$ cat config.mk
export PLATFORM = sky130hd
export DESIGN_NAME = frame_agen
export DESIGN_NICKNAME = d
export VERILOG_FILES = /design/src/rtl/frame_agen.sv
export SDC_FILE = /design/constraint.sdc
export NUM_CORES = 1
export LEC_CHECK = 0
export CORE_MARGIN = 2
export CORE_UTILIZATION = 52
export CTS_CLUSTER_DIAMETER = 50
export CTS_CLUSTER_SIZE = 40
export DETAILED_ROUTE_END_ITERATION = 8
export PLACE_DENSITY_LB_ADDON = 0.25
export SLEW_MARGIN = 20
export SYNTH_ARGS = -nofsm -noshare
export SYNTH_HDL_FRONTEND = slang
export SYNTH_SLANG_ARGS = --single-unit
$ cat constraint.sdc
create_clock -name clk -period 2.9 [get_ports clk]
set_input_delay 0.58 -clock clk [delete_from_list [all_inputs] [get_ports clk]]
set_output_delay 0.58 -clock clk [all_outputs]
set_load 0.005 [all_outputs]
$ cat src/rtl/frame_agen.sv
module frame_agen #(
  parameter int AW = 16,
  parameter int DW = 8
) (
  input  logic          clk,
  input  logic          rst,
  input  logic          start,
  input  logic [1:0]    mode,
  input  logic [DW-1:0] opnd,
  input  logic [AW-1:0] sp_in,
  input  logic [AW-1:0] xr_in,
  input  logic [AW-1:0] yr_in,
  output logic          rd_req,
  output logic [AW-1:0] rd_addr,
  input  logic          rd_valid,
  input  logic [DW-1:0] rd_data,
  output logic [AW-1:0] ea,
  output logic          done,
  output logic [1:0]    kind
);
  localparam logic [1:0] M_STK = 2'b00, M_BASE = 2'b01, M_IND = 2'b10, M_RSV = 2'b11;

  typedef enum logic [1:0] {S_IDLE, S_LO, S_HI} st_t;
  st_t st;

  logic [AW-1:0] base_q, yoff_q;
  logic [DW-1:0] lo_q;

  wire [AW-1:0] disp    = {{(AW-DW){opnd[DW-1]}}, opnd};
  wire [AW-1:0] frame_a = xr_in + disp;
  wire [AW-1:0] stack_a = sp_in + {{(AW-1){1'b0}}, 1'b1} + {{(AW-DW){1'b0}}, opnd};
  wire          accept  = start && (st == S_IDLE) && !done && (mode != M_RSV);

  assign rd_req  = (st != S_IDLE);
  assign rd_addr = (st == S_HI) ? base_q + {{(AW-1){1'b0}}, 1'b1} : base_q;

  always_ff @(posedge clk) begin
    if (rst) begin
      st     <= S_IDLE;
      done   <= 1'b0;
      ea     <= '0;
      kind   <= M_STK;
      base_q <= '0;
      yoff_q <= '0;
      lo_q   <= '0;
    end else begin
      done <= 1'b0;
      case (st)
        S_IDLE: if (accept) begin
          if (mode == M_IND) begin
            base_q <= frame_a;
            yoff_q <= yr_in;
            st     <= S_LO;
          end else begin
            ea   <= (mode == M_STK) ? stack_a : frame_a;
            kind <= mode;
            done <= 1'b1;
          end
        end
        S_LO: if (rd_valid) begin
          lo_q <= rd_data;
          st   <= S_HI;
        end
        S_HI: if (rd_valid) begin
          ea   <= {rd_data, lo_q} + yoff_q;
          kind <= M_IND;
          done <= 1'b1;
          st   <= S_IDLE;
        end
        default: st <= S_IDLE;
      endcase
    end
  end

  assert_done_single_R8: assert property (@(posedge clk) disable iff (rst)
    done |=> !done);

  assert_ea_hold_R8: assert property (@(posedge clk) disable iff (rst)
    (!done && $past(!rst)) |-> ($stable(ea) && $stable(kind)));

  assert_rd_wait_R6: assert property (@(posedge clk) disable iff (rst)
    (rd_req && !rd_valid) |=> (rd_req && $stable(rd_addr)));

  assert_rsv_ignored_R7: assert property (@(posedge clk) disable iff (rst)
    (start && mode == M_RSV && !rd_req && !done) |=> !done);

  assert_busy_ignored_R7: assert property (@(posedge clk) disable iff (rst)
    (start && done) |=> !done);

  assert_hi_follows_lo_R3: assert property (@(posedge clk) disable iff (rst)
    (st == S_LO && rd_valid) |=> (rd_req && rd_addr == $past(rd_addr) + 16'd1));

  assert_done_direct_R5: assert property (@(posedge clk) disable iff (rst)
    (start && !rd_req && !done && (mode == M_STK || mode == M_BASE)) |=> done);
endmodule

==> parameters.txt, run 1 <==
Parameter                              Value

Worst setup path
  Critical path fanouts, max    7
  Category of the worst setup path capture point    output port
  Worst reg-to-reg setup slack    150 ps
  Critical Path RT    2320 ps
  Arrival time at the worst endpoint    ~2200 ps
  Critical path class    reg -> out
  Critical path startpoint category    flip-flop

Place
  Half-perimeter wire length of the detailed placement result    11600 um
  GPL Wtd Cong    0.928
  I/O Buffers    105

Global route
  Global-route wire length before repair    around 24000 um
  Via count of the first global-routing pass    4837
  Combined global-route utilization of all metal layers    0.299
  Largest net degree at the start of global routing    46
  Initial antenna violation count    0
  Global route total overflow    0

Logic synthesis
  Share of synthesized flip-flops with an asynchronous set or reset    0
  Post-synth EDFFs    0
  Cells taking the most area after synthesis    sky130_fd_sc_hd__dfxtp_1, sky130_fd_sc_hd__ha_1, sky130_fd_sc_hd__nand2_1
  Post-synthesis cell area    4690 um^2
  Synthesized-area fraction occupied by adder cells    0.117
  Cell type with the largest total area after synthesis    sky130_fd_sc_hd__dfxtp_1
  Number of synthesized register bits    61
  Mux share of post-synthesis cell area    0.0256
  Combinational family with the most area after synthesis    compound AO/OA/AOI/OAI gates
  Synthesized-area fraction occupied by ao, oa, aoi and oai cells    0.248
  Yosys warnings    0
  Synthesized-area fraction occupied by xor and xnor cells    0.0972
  Flip-flop cell with the highest count after synthesis    sky130_fd_sc_hd__dfxtp_1
  Net count after synthesis    between 700 and 800
  Mapped Cells    597
  Share of synthesized area occupied by flip-flops and latches    0.261
  Top cell type's share of synthesized area    0.261
  Synth unique cells    62
  Simple-Gate Fraction of Synth Area    0.213
  Syn avg cell area    7.85 um^2

Pwr
  Proportion of power drawn by flip-flops and latches    0.332
  Sw frac    0.291
  Gate power share    0.297
  Power density over the cells    428 nW/um^2
  Proportion of power drawn by the clock network    0.372
  Peak supply drop    0.000322 V
  Leakage dissipation    0.00269 uW
  Internal Power    1960 uW
  Switching power    804 uW

Clock network
  CTS tree    yes
  Number of clock sinks seen by CTS    61
  CTS Buf Count    9
  Clock transition at the registers of the reported paths    70 ps
  Root buffer selected by CTS    sky130_fd_sc_hd__clkbuf_8
  Cts-stage hold buffer count    0
  Clk_lat worst skew    approximately 340 ps
  Number of buffers inserted by post-CTS setup repair    0
  Maximum clock insertion buffer count    2
  CTS H-tree lvls    3

Drt
  Via count    4984
  Antenna Violating Nets Remaining    0
  Drt first pass iters    5
  Number of design rule violations left after detail routing    0
  Routed wire length    14500 um
  Routed len/inst    17.0 um
  First-iteration detailed-routing DRC count    350
  Via-to-Cell Ratio    5.84

Floorplanning
  Placeable core region    between 8000 and 9000 um^2
  Site Rows    34
  IO Count    around 110
  Y dimension of the die    98.9 um
  Initial cell density of the core    0.537
  Die Area    9790 um^2
  Width of the die    about 99 um

Final layout
  Fill cell total of the finished layout    between 600 and 700
  Net count, final    852
  Proportion of layout cells with a drive suffix above 1    0.126
  Layout overhead on the synthesized area    37.9%
  Commonest non-fill, non-tap cell in the layout    sky130_fd_sc_hd__clkdlybuf4s50_1
  Number of diodes    0
  Leading cell types in the layout, fill and taps excluded    sky130_fd_sc_hd__clkdlybuf4s50_1, sky130_fd_sc_hd__nand2_1, sky130_fd_sc_hd__a21oi_1, sky130_fd_sc_hd__dfxtp_1, sky130_fd_sc_hd__buf_4
  Final Core Density    0.741

STA
  Max-slew violation count    0
  Worst clock skew    approximately 8.7 ps
  RSZ-0062 raised after global routing    false
  Total of endpoints with negative setup slack in the final report    0
  Highest attainable clock frequency    358 MHz
  Part of the cycle the worst path needs    0.964
  Worst hold slack after final layout    459 ps
  Tmin final    2790 ps
  Max transition margin    0.596
  Actual transition at the worst max-transition pin    605 ps
  Hold Fails Final Rpt    0

Job
  Number of max-capacitance violations reported    0

Worst hold path
  Kind of path behind the tightest hold check    reg -> reg

Outcome
  Run status    finished, final reports clean
## cell usage after synthesis (9+ instances only)
| master | number |
|---|---|
| sky130_fd_sc_hd__nand2_1 | 97 |
| sky130_fd_sc_hd__dfxtp_1 | 61 |
| sky130_fd_sc_hd__a21oi_1 | 60 |
| sky130_fd_sc_hd__nor2_1 | 48 |
| sky130_fd_sc_hd__ha_1 | 39 |
| sky130_fd_sc_hd__xnor2_1 | 39 |
| sky130_fd_sc_hd__o21ai_0 | 27 |
| sky130_fd_sc_hd__clkbuf_1 | 20 |
| sky130_fd_sc_hd__nor3_1 | 17 |
| sky130_fd_sc_hd__a211oi_1 | 13 |
| sky130_fd_sc_hd__xor2_1 | 13 |
| sky130_fd_sc_hd__a21o_1 | 12 |
| sky130_fd_sc_hd__mux2i_1 | 12 |
| sky130_fd_sc_hd__inv_1 | 10 |
| sky130_fd_sc_hd__nand3_1 | 10 |
| sky130_fd_sc_hd__nand4_1 | 9 |
| sky130_fd_sc_hd__o211ai_1 | 9 |
## power groups by stage
stage	combinational [uW]	sequential (uW)	clock, uW
finish	821	918	1030
global route	889	922	1080
CTS	804	916	1040
detailed placement	795	934	0
global placement	784	933	0
floorplan	409	925	0
## path summary, 6_finish.rpt
path         startpoint           to  cells past startpoint
max               st[0]  rd_addr[10]                      6
min          yoff_q[13]   yoff_q[13]                      2
max reg2reg   yoff_q[0]       ea[12]                      9
min reg2reg  yoff_q[13]   yoff_q[13]                      2
## per-stage QoR
| step | TNS, ps | cell area [um^2] | total power [uW] | cells | setup WS [ps] |
|---|---|---|---|---|---|
| CTS | -19.7 | 6410 | 2760 | 853 | -11.2 |
| global placement | -1100 | 6130 | 1720 | 837 | -194 |
| finish | 0 | 6460 | 2770 | 853 | 106 |
| detailed placement | -2120 | 6130 | 1730 | 837 | -330 |
| floorplan | 0 | 4690 | 1330 | 597 | 415 |
| global route | 0 | 6460 | 2890 | 853 | 9.92 |
## registers in the layout (all words and copies together), names as in the netlist
signal / flops
yoff_q: 16
kind: 2
base_q: 16
st: 2
lo_q: 8
ea: 16
done: 1
## critical path, cell delays in order, from the launching register on
cell and delay, ps:
sky130_fd_sc_hd__dfxtp_2 360, sky130_fd_sc_hd__and2b_2 230, sky130_fd_sc_hd__and4_4 270, sky130_fd_sc_hd__nand3_4 120
sky130_fd_sc_hd__nor3_2 220, sky130_fd_sc_hd__xor2_1 160, sky130_fd_sc_hd__clkdlybuf4s50_1 520
## layout make-up
class,count,area (um^2),area share
multi-input combinational,499,3340,0.517
timing repair buffer,159,1450,0.225
sequential,61,1220,0.190
clock inverter,7,146,0.0226
tap,108,135,0.0209
clock buffer,9,124,0.0192
inverter,10,37.5,0.00581
## per-layer routing
layer	global-route usage	part of all wire	vias up	wire length [um]
met1	0.383	0.42	2338	6140
met4	0.0906	0.020	0	288
li1	-	-	2447	-
met3	0.0567	0.071	24	1030
met5	0	0	-	0
met2	0.510	0.49	175	7070
## logic make-up (layout without fill, tap and decap cells)
logic type      Yosys count  after routing
compound gates          173            173
simple gates            220            220
xor+xnor                 52             52
mux                      12             12
buf+inv                  37            185
flops                    61             61
fa+ha+maj                42             42
## what timing repair did
item | CTS | global route
gates cloned | 0 | 0
setup endpoints to repair | 3 | 14
gates resized for setup | 3 | 16
pin swaps | 0 | 1
(Power assumes the default switching activity.)
==> run 2: changes to the inputs <==
Settings changed: CORE_ASPECT_RATIO set to 2.
==> run 2 against run 1 <==
Net effect:
- flip-flop and latch count stayed put
- clock power increased by 14%
- first-iteration DRC count is 40% lower
- via count grew 2.8%
- critical path depth is the same
- count of clock-buffer cells in the layout did not move
- total power up 5.6%
- fmax fell by 2.2%
- clock skew is 3.1 ps lower
- hold slack got worse by 2.8 ps
- register-to-register slack about the same
- setup slack got worse by 63 ps
- critical path type unchanged
==> parameters.txt, run 2 (synthesis gave the netlist of run 1 again) <==
Parameter                              Value

Outcome
  Run status    finished, final reports clean (unchanged)

Final layout
  Layout overhead on the synthesized area    40.0% (was 37.9%)
  Area of all sequential standard cells    1230 um^2 (was 1220 um^2)
  Commonest non-fill, non-tap cell in the layout    sky130_fd_sc_hd__clkdlybuf4s50_1 (unchanged)
  Proportion of layout cells with a drive suffix above 1    0.133 (was 0.126)
  Leading cell types in the layout, fill and taps excluded    sky130_fd_sc_hd__clkdlybuf4s50_1, sky130_fd_sc_hd__nand2_1, sky130_fd_sc_hd__buf_4, sky130_fd_sc_hd__a21oi_1, sky130_fd_sc_hd__dfxtp_1 (was sky130_fd_sc_hd__clkdlybuf4s50_1, sky130_fd_sc_hd__nand2_1, sky130_fd_sc_hd__a21oi_1, sky130_fd_sc_hd__dfxtp_1, sky130_fd_sc_hd__buf_4)
  Leading registers by flop count    base_q (16), ea (16), yoff_q (16) (unchanged)
  Number of diodes    0 (unchanged)
  Fill cell total of the finished layout    728 (was 687)
  Area of all placed cells without fillers    6560 um^2 (was 6460 um^2)
  Combined area of the multi-input logic cells    3340 um^2 (about the same)
  Net count, final    859 (was 852)

Clock network
  CTS Buf Count    9 (unchanged)
  Root buffer selected by CTS    sky130_fd_sc_hd__clkbuf_16 (was sky130_fd_sc_hd__clkbuf_8)
  Maximum clock insertion buffer count    2 (unchanged)
  Number of clock sinks seen by CTS    61 (unchanged)
  Number of buffers inserted by post-CTS setup repair    0 (unchanged)
  Clock transition at the registers of the reported paths    50 ps (was 70 ps)
  CTS H-tree lvls    3 (unchanged)
  CTS tree    yes (unchanged)
  Cts-stage hold buffer count    0 (unchanged)
  Clk_lat worst skew    340 ps (about the same)

Global route
  Via count of the first global-routing pass    5235 (was 4837)
  Initial antenna violation count    0 (unchanged)
  Largest net degree at the start of global routing    55 (was 46)
  Global-route wire length before repair    25900 um (was 23500 um)
  Global route total overflow    0 (unchanged)
  Combined global-route utilization of all metal layers    0.340 (was 0.299)

STA
  Tmin final    2860 ps (was 2790 ps)
  Worst clock skew    5.63 ps (was 8.73 ps)
  Aggregate negative setup slack    0 ps (unchanged)
  Part of the cycle the worst path needs    0.985 (was 0.964)
  Max transition margin    0.563 (was 0.596)
  Highest attainable clock frequency    350 MHz (was 358 MHz)
  Max-slew violation count    0 (unchanged)
  Worst hold slack after final layout    456 ps (was 459 ps)
  Hold Fails Final Rpt    0 (unchanged)
  Actual transition at the worst max-transition pin    654 ps (was 605 ps)
  Total of endpoints with negative setup slack in the final report    0 (unchanged)

Drt
  Via count    5126 (was 4984)
  Routed wire length    16700 um (was 14500 um)
  Routed len/inst    19.5 um (was 17.0 um)
  Via-to-Cell Ratio    6.00 (was 5.84)
  First-iteration detailed-routing DRC count    209 (was 350)
  Antenna Violating Nets Remaining    0 (unchanged)
  Drt first pass iters    4 (was 5)
  Number of design rule violations left after detail routing    0 (unchanged)

Floorplanning
  IO Count    106 (unchanged)
  Initial cell density of the core    0.527 (was 0.537)
  Die Area    9830 um^2 (was 9790 um^2)
  Width of the die    71.1 um (was 98.9 um)
  Placeable core region    8890 um^2 (was 8720 um^2)
  Y dimension of the die    138 um (was 98.9 um)
  Site Rows    49 (was 34)

Place
  I/O Buffers    105 (unchanged)
  Half-perimeter wire length of the detailed placement result    13300 um (was 11600 um)
  Placed standard-cell area    6170 um^2 (was 6130 um^2)
  GPL Wtd Cong    0.948 (was 0.928)

Worst setup path
  End of the worst register-to-register path    ea[12] (unchanged)
  Worst reg-to-reg setup slack    140 ps (was 150 ps)
  Category of the worst setup path capture point    output port (unchanged)
  Critical Path RT    2320 ps (about the same)
  Combined buffer and inverter count along the critical path    1 (unchanged)
  Chain of cells forming the critical path    and2b_2 -> and4_4 -> nand3_4 -> nor3_2 -> xor2_1 -> clkdlybuf4s50_1 (unchanged)
  Critical path startpoint    st[0] (unchanged)
  R2r startpoint    yoff_q[0] (unchanged)
  Arrival time at the worst endpoint    2280 ps (was 2210 ps)
  Total stage count of the critical path    6 (unchanged)
  Critical path fanouts, max    7 (unchanged)
  Critical path startpoint category    flip-flop (unchanged)
  Critical path class    reg -> out (unchanged)
  Worst r2r path cells    9 (unchanged)
  Family of cells with the greatest summed delay on the critical path    simple AND/OR/NAND/NOR gates (unchanged)
  Worst Setup EP    rd_addr[10] (unchanged)
  Stage delay of the slowest cell on the critical path    510 ps (was 520 ps)
  Crit-path slowest cell    sky130_fd_sc_hd__clkdlybuf4s50_1 (unchanged)

Job
  Number of max-capacitance violations reported    0 (unchanged)

Pwr
  Peak supply drop    0.000530 V (was 0.000322 V)
  Power density over the cells    445 nW/um^2 (was 428 nW/um^2)
  Leakage dissipation    0.00276 uW (was 0.00269 uW)
  Total power consumption of the routed design    2920 uW (was 2770 uW)

Worst hold path
  Kind of path behind the tightest hold check    reg -> reg (unchanged)
## run 2: cell types whose count changed in the layout (fill, tap and decap cells not counted), sizes merged
cell,delta
clkdlybuf4s50,-2
clkinvlp,+2
inv,+1
buf,+7
bufinv,-2
dlymetal6s2s,+2
clkinv,-1
## run 2: per-stage QoR
stage / setup slack, ps / util / cells
after floorplan: 415 / - / 597
after global placement: -170 / 0.695 / 838
after detailed placement: -230 / 0.695 / 838
after CTS: 19.6 / 0.733 / 854
after global routing: -16.0 / 0.738 / 854
final: 42.1 / 0.738 / 854
## run 2: worst reg2reg max path, cell delays in order (launching register included)
cell                        delay, ps
sky130_fd_sc_hd__dfxtp_1          320
sky130_fd_sc_hd__ha_1             240
sky130_fd_sc_hd__fa_1             410
sky130_fd_sc_hd__a21o_2           260
sky130_fd_sc_hd__a221oi_4         370
sky130_fd_sc_hd__o2bb2ai_2        200
sky130_fd_sc_hd__a21oi_1          110
sky130_fd_sc_hd__or3_1            340
sky130_fd_sc_hd__a32oi_1          260
sky130_fd_sc_hd__a311oi_1         120
## run 2: layout make-up
type,instances,share of cell area
sequential,61,0.187
clock inverter,7,0.0149
timing repair buffer,166,0.230
tap,102,0.0195
multi-input combinational,499,0.508
inverter,10,0.00572
clock buffer,9,0.0343
## run 2: worst min path at each step
stage                          start    endpoint  slack, ps  cells past startpoint
after detailed placement      ea[11]      ea[11]        450                      2
after CTS                  yoff_q[9]   yoff_q[9]        460                      2
after global placement     yoff_q[8]   yoff_q[8]        450                      2
after global routing          ea[11]      ea[11]        490                      2
final                      yoff_q[9]   yoff_q[9]        460                      2
after floorplan           yoff_q[10]  yoff_q[10]        440                      2
## run 2: per-layer routing
layer | vias up | wire (um) | track usage
met5 | - | 0 | 0
met4 | 0 | 1190 | 0.215
met3 | 79 | 637 | 0.0452
met2 | 210 | 9330 | 0.656
met1 | 2375 | 5510 | 0.319
li1 | 2462 | - | -
## run 2: where the power goes
part	internal [uW]	leakage, uW	total [uW]	switching, uW
clock	756	0.000152	1170	412
sequential	881	0.000498	922	40.6
combinational	419	0.00211	831	413
## run 2: timing repair
item,4_1_cts,5_1_grt
pin swaps,1,4
endpoints found under the setup margin,6,14
resized for setup,8,15
==> run 3: changes to the inputs <==
Settings changed: PLACE_DENSITY set to 0.93, PLACE_DENSITY_LB_ADDON 0.25 to not set, TNS_END_PERCENT set to 5.
==> run 3 against run 2 <==
Net effect:
- non-clock buffer count shrank 6
- register-to-register slack lost 50 ps
- cell count shrank 0.82%
- largest cell class unchanged
- critical path depth is the same
- utilization shrank 0.72 points
- fmax grew 0.23%
- via count grew 3.8%
- setup slack gained 6.5 ps
- sequential power is essentially flat
- flip-flop and latch count is the same
- count of clock-buffer cells in the layout grew 2
- critical endpoint is now rd_addr[15]
==> parameters.txt, run 3 (synthesis gave the netlist of run 1 again) <==
Parameter                              Value

STA
  Hold Fails Final Rpt    0 (unchanged)
  Worst clock skew    7.80 ps (was 5.63 ps)
  RSZ-0062 raised after global routing    true
  Highest attainable clock frequency    351 MHz (was 350 MHz)
  Max transition margin    0.576 (was 0.563)
  Final worst setup slack    48.7 ps (was 42.1 ps)
  Aggregate negative setup slack    0 ps (unchanged)
  Tmin final    2850 ps (was 2860 ps)
  Max-slew violation count    0 (unchanged)
  Part of the cycle the worst path needs    0.983 (was 0.985)
  Total of endpoints with negative setup slack in the final report    0 (unchanged)
  Actual transition at the worst max-transition pin    630 ps (was 654 ps)

Drt
  Antenna Violating Nets Remaining    0 (unchanged)
  Routed len/inst    19.6 um (was 19.5 um)
  Number of design rule violations left after detail routing    0 (unchanged)
  Via count    5321 (was 5126)
  Routed wire length    16600 um (was 16700 um)
  First-iteration detailed-routing DRC count    374 (was 209)
  Via-to-Cell Ratio    6.28 (was 6.00)
  Drt first pass iters    5 (was 4)

Place
  Number of placed instances, taps included    832 (was 838)
  Worst setup timing slack at the placement stage    -253 ps (was -230 ps)
  I/O Buffers    105 (unchanged)
  GPL Wtd Cong    0.988 (was 0.948)
  Half-perimeter wire length of the detailed placement result    12900 um (was 13300 um)

Final layout
  Leading cell types in the layout, fill and taps excluded    sky130_fd_sc_hd__clkdlybuf4s50_1, sky130_fd_sc_hd__nand2_1, sky130_fd_sc_hd__a21oi_1, sky130_fd_sc_hd__dfxtp_1, sky130_fd_sc_hd__buf_4 (was sky130_fd_sc_hd__clkdlybuf4s50_1, sky130_fd_sc_hd__nand2_1, sky130_fd_sc_hd__buf_4, sky130_fd_sc_hd__a21oi_1, sky130_fd_sc_hd__dfxtp_1)
  Final Core Density    0.731 (was 0.738)
  Proportion of layout cells with a drive suffix above 1    0.132 (was 0.133)
  Post-route insts no fill    847 (was 854)
  Leading registers by flop count    base_q (16), ea (16), yoff_q (16) (unchanged)
  Layout overhead on the synthesized area    38.7% (was 40.0%)
  Number of diodes    0 (unchanged)
  Commonest non-fill, non-tap cell in the layout    sky130_fd_sc_hd__clkdlybuf4s50_1 (unchanged)
  Net count, final    853 (was 859)

Clock network
  Maximum clock insertion buffer count    2 (unchanged)
  CTS H-tree lvls    3 (unchanged)
  CTS Buf Count    9 (unchanged)
  Number of clock sinks seen by CTS    61 (unchanged)
  Number of buffers inserted by post-CTS setup repair    0 (unchanged)
  Clock transition at the registers of the reported paths    50 ps (about the same)
  Root buffer selected by CTS    sky130_fd_sc_hd__clkbuf_16 (unchanged)
  CTS tree    yes (unchanged)
  Clk_lat worst skew    330 ps (was 340 ps)

Floorplanning
  Placeable core region    8890 um^2 (unchanged)
  Initial cell density of the core    0.527 (unchanged)
  Width of the die    71.1 um (unchanged)
  Site Rows    49 (unchanged)
  IO Count    106 (unchanged)
  Y dimension of the die    138 um (unchanged)
  Die Area    9830 um^2 (unchanged)

Worst setup path
  Critical path class    reg -> out (unchanged)
  Critical Path RT    2320 ps (about the same)
  Category of the worst setup path capture point    output port (unchanged)
  Critical path startpoint category    flip-flop (unchanged)
  Arrival time at the worst endpoint    2270 ps (was 2280 ps)
  Critical path fanouts, max    4 (was 7)

Global route
  Via count of the first global-routing pass    5454 (was 5235)
  Combined global-route utilization of all metal layers    0.339 (was 0.340)
  Initial antenna violation count    0 (unchanged)
  Global route total overflow    0 (unchanged)
  Global-route wire length before repair    26000 um (was 25900 um)
  Largest net degree at the start of global routing    33 (was 55)

Pwr
  Leakage dissipation    0.00270 uW (was 0.00276 uW)
  Power density over the cells    435 nW/um^2 (was 445 nW/um^2)
  Peak supply drop    0.000382 V (was 0.000530 V)
  Total power consumption of the routed design    2830 uW (was 2920 uW)

Job
  Number of max-capacitance violations reported    0 (unchanged)

Outcome
  Run status    finished, final reports clean (unchanged)

Worst hold path
  Kind of path behind the tightest hold check    reg -> reg (unchanged)
[run 3: per-stage QoR]
step / hold WS, ps / area (um^2)
after floorplan: 440 / 4690
after CTS: 460 / 6440
after global placement: 443 / 6130
final: 458 / 6500
after detailed placement: 450 / 6130
after global routing: 481 / 6500
[run 3: what timing repair did]
| item | in CTS | in global routing |
|---|---|---|
| pin swaps | 1 | 2 |
| hold endpoints to repair | 0 | 0 |
| hold buffers | 0 | 0 |
| setup endpoints to repair | 4 | 23 |
| resized for setup | 5 | 19 |
[run 3: worst max-delay path, stage by stage, from the launching register on]
cell and delay, ps:
sky130_fd_sc_hd__dfxtp_2 370, sky130_fd_sc_hd__and3_1 180, sky130_fd_sc_hd__and3_2 240, sky130_fd_sc_hd__nand4_1 170
sky130_fd_sc_hd__nor3_2 250, sky130_fd_sc_hd__xor2_1 200, sky130_fd_sc_hd__clkdlybuf4s50_1 530
[run 3: final timing paths]
check,startpoint,endpoint,slack [ps],cells past startpoint
worst max-delay path,base_q[8],rd_addr[15],50,6
worst min-delay path,yoff_q[8],yoff_q[8],460,2
worst min register to register,yoff_q[8],yoff_q[8],460,2
worst max register to register,yoff_q[0],ea[14],90,9
[run 3: layout make-up]
type                            instances  area [um^2]
Fill cell                             670         2390
Sequential cell                        61         1230
Multi-Input combinational cell        499         3340
Timing Repair Buffer                  160         1460
Clock inverter                          4         47.5
Clock buffer                           11          253
Inverter                               10         37.5
Tap cell                              102          128
[run 3: routing by layer]
layer	GRT usage	wire length (um)
met5	0	0
met4	0.270	1500
met3	0.0547	874
met2	0.609	8710
met1	0.327	5540
[run 3: report_power, final]
part / internal, uW / switching (uW) / total (uW)
Clock: 702 / 372 / 1070
Combinational: 413 / 416 / 829
Sequential: 882 / 42.7 / 925
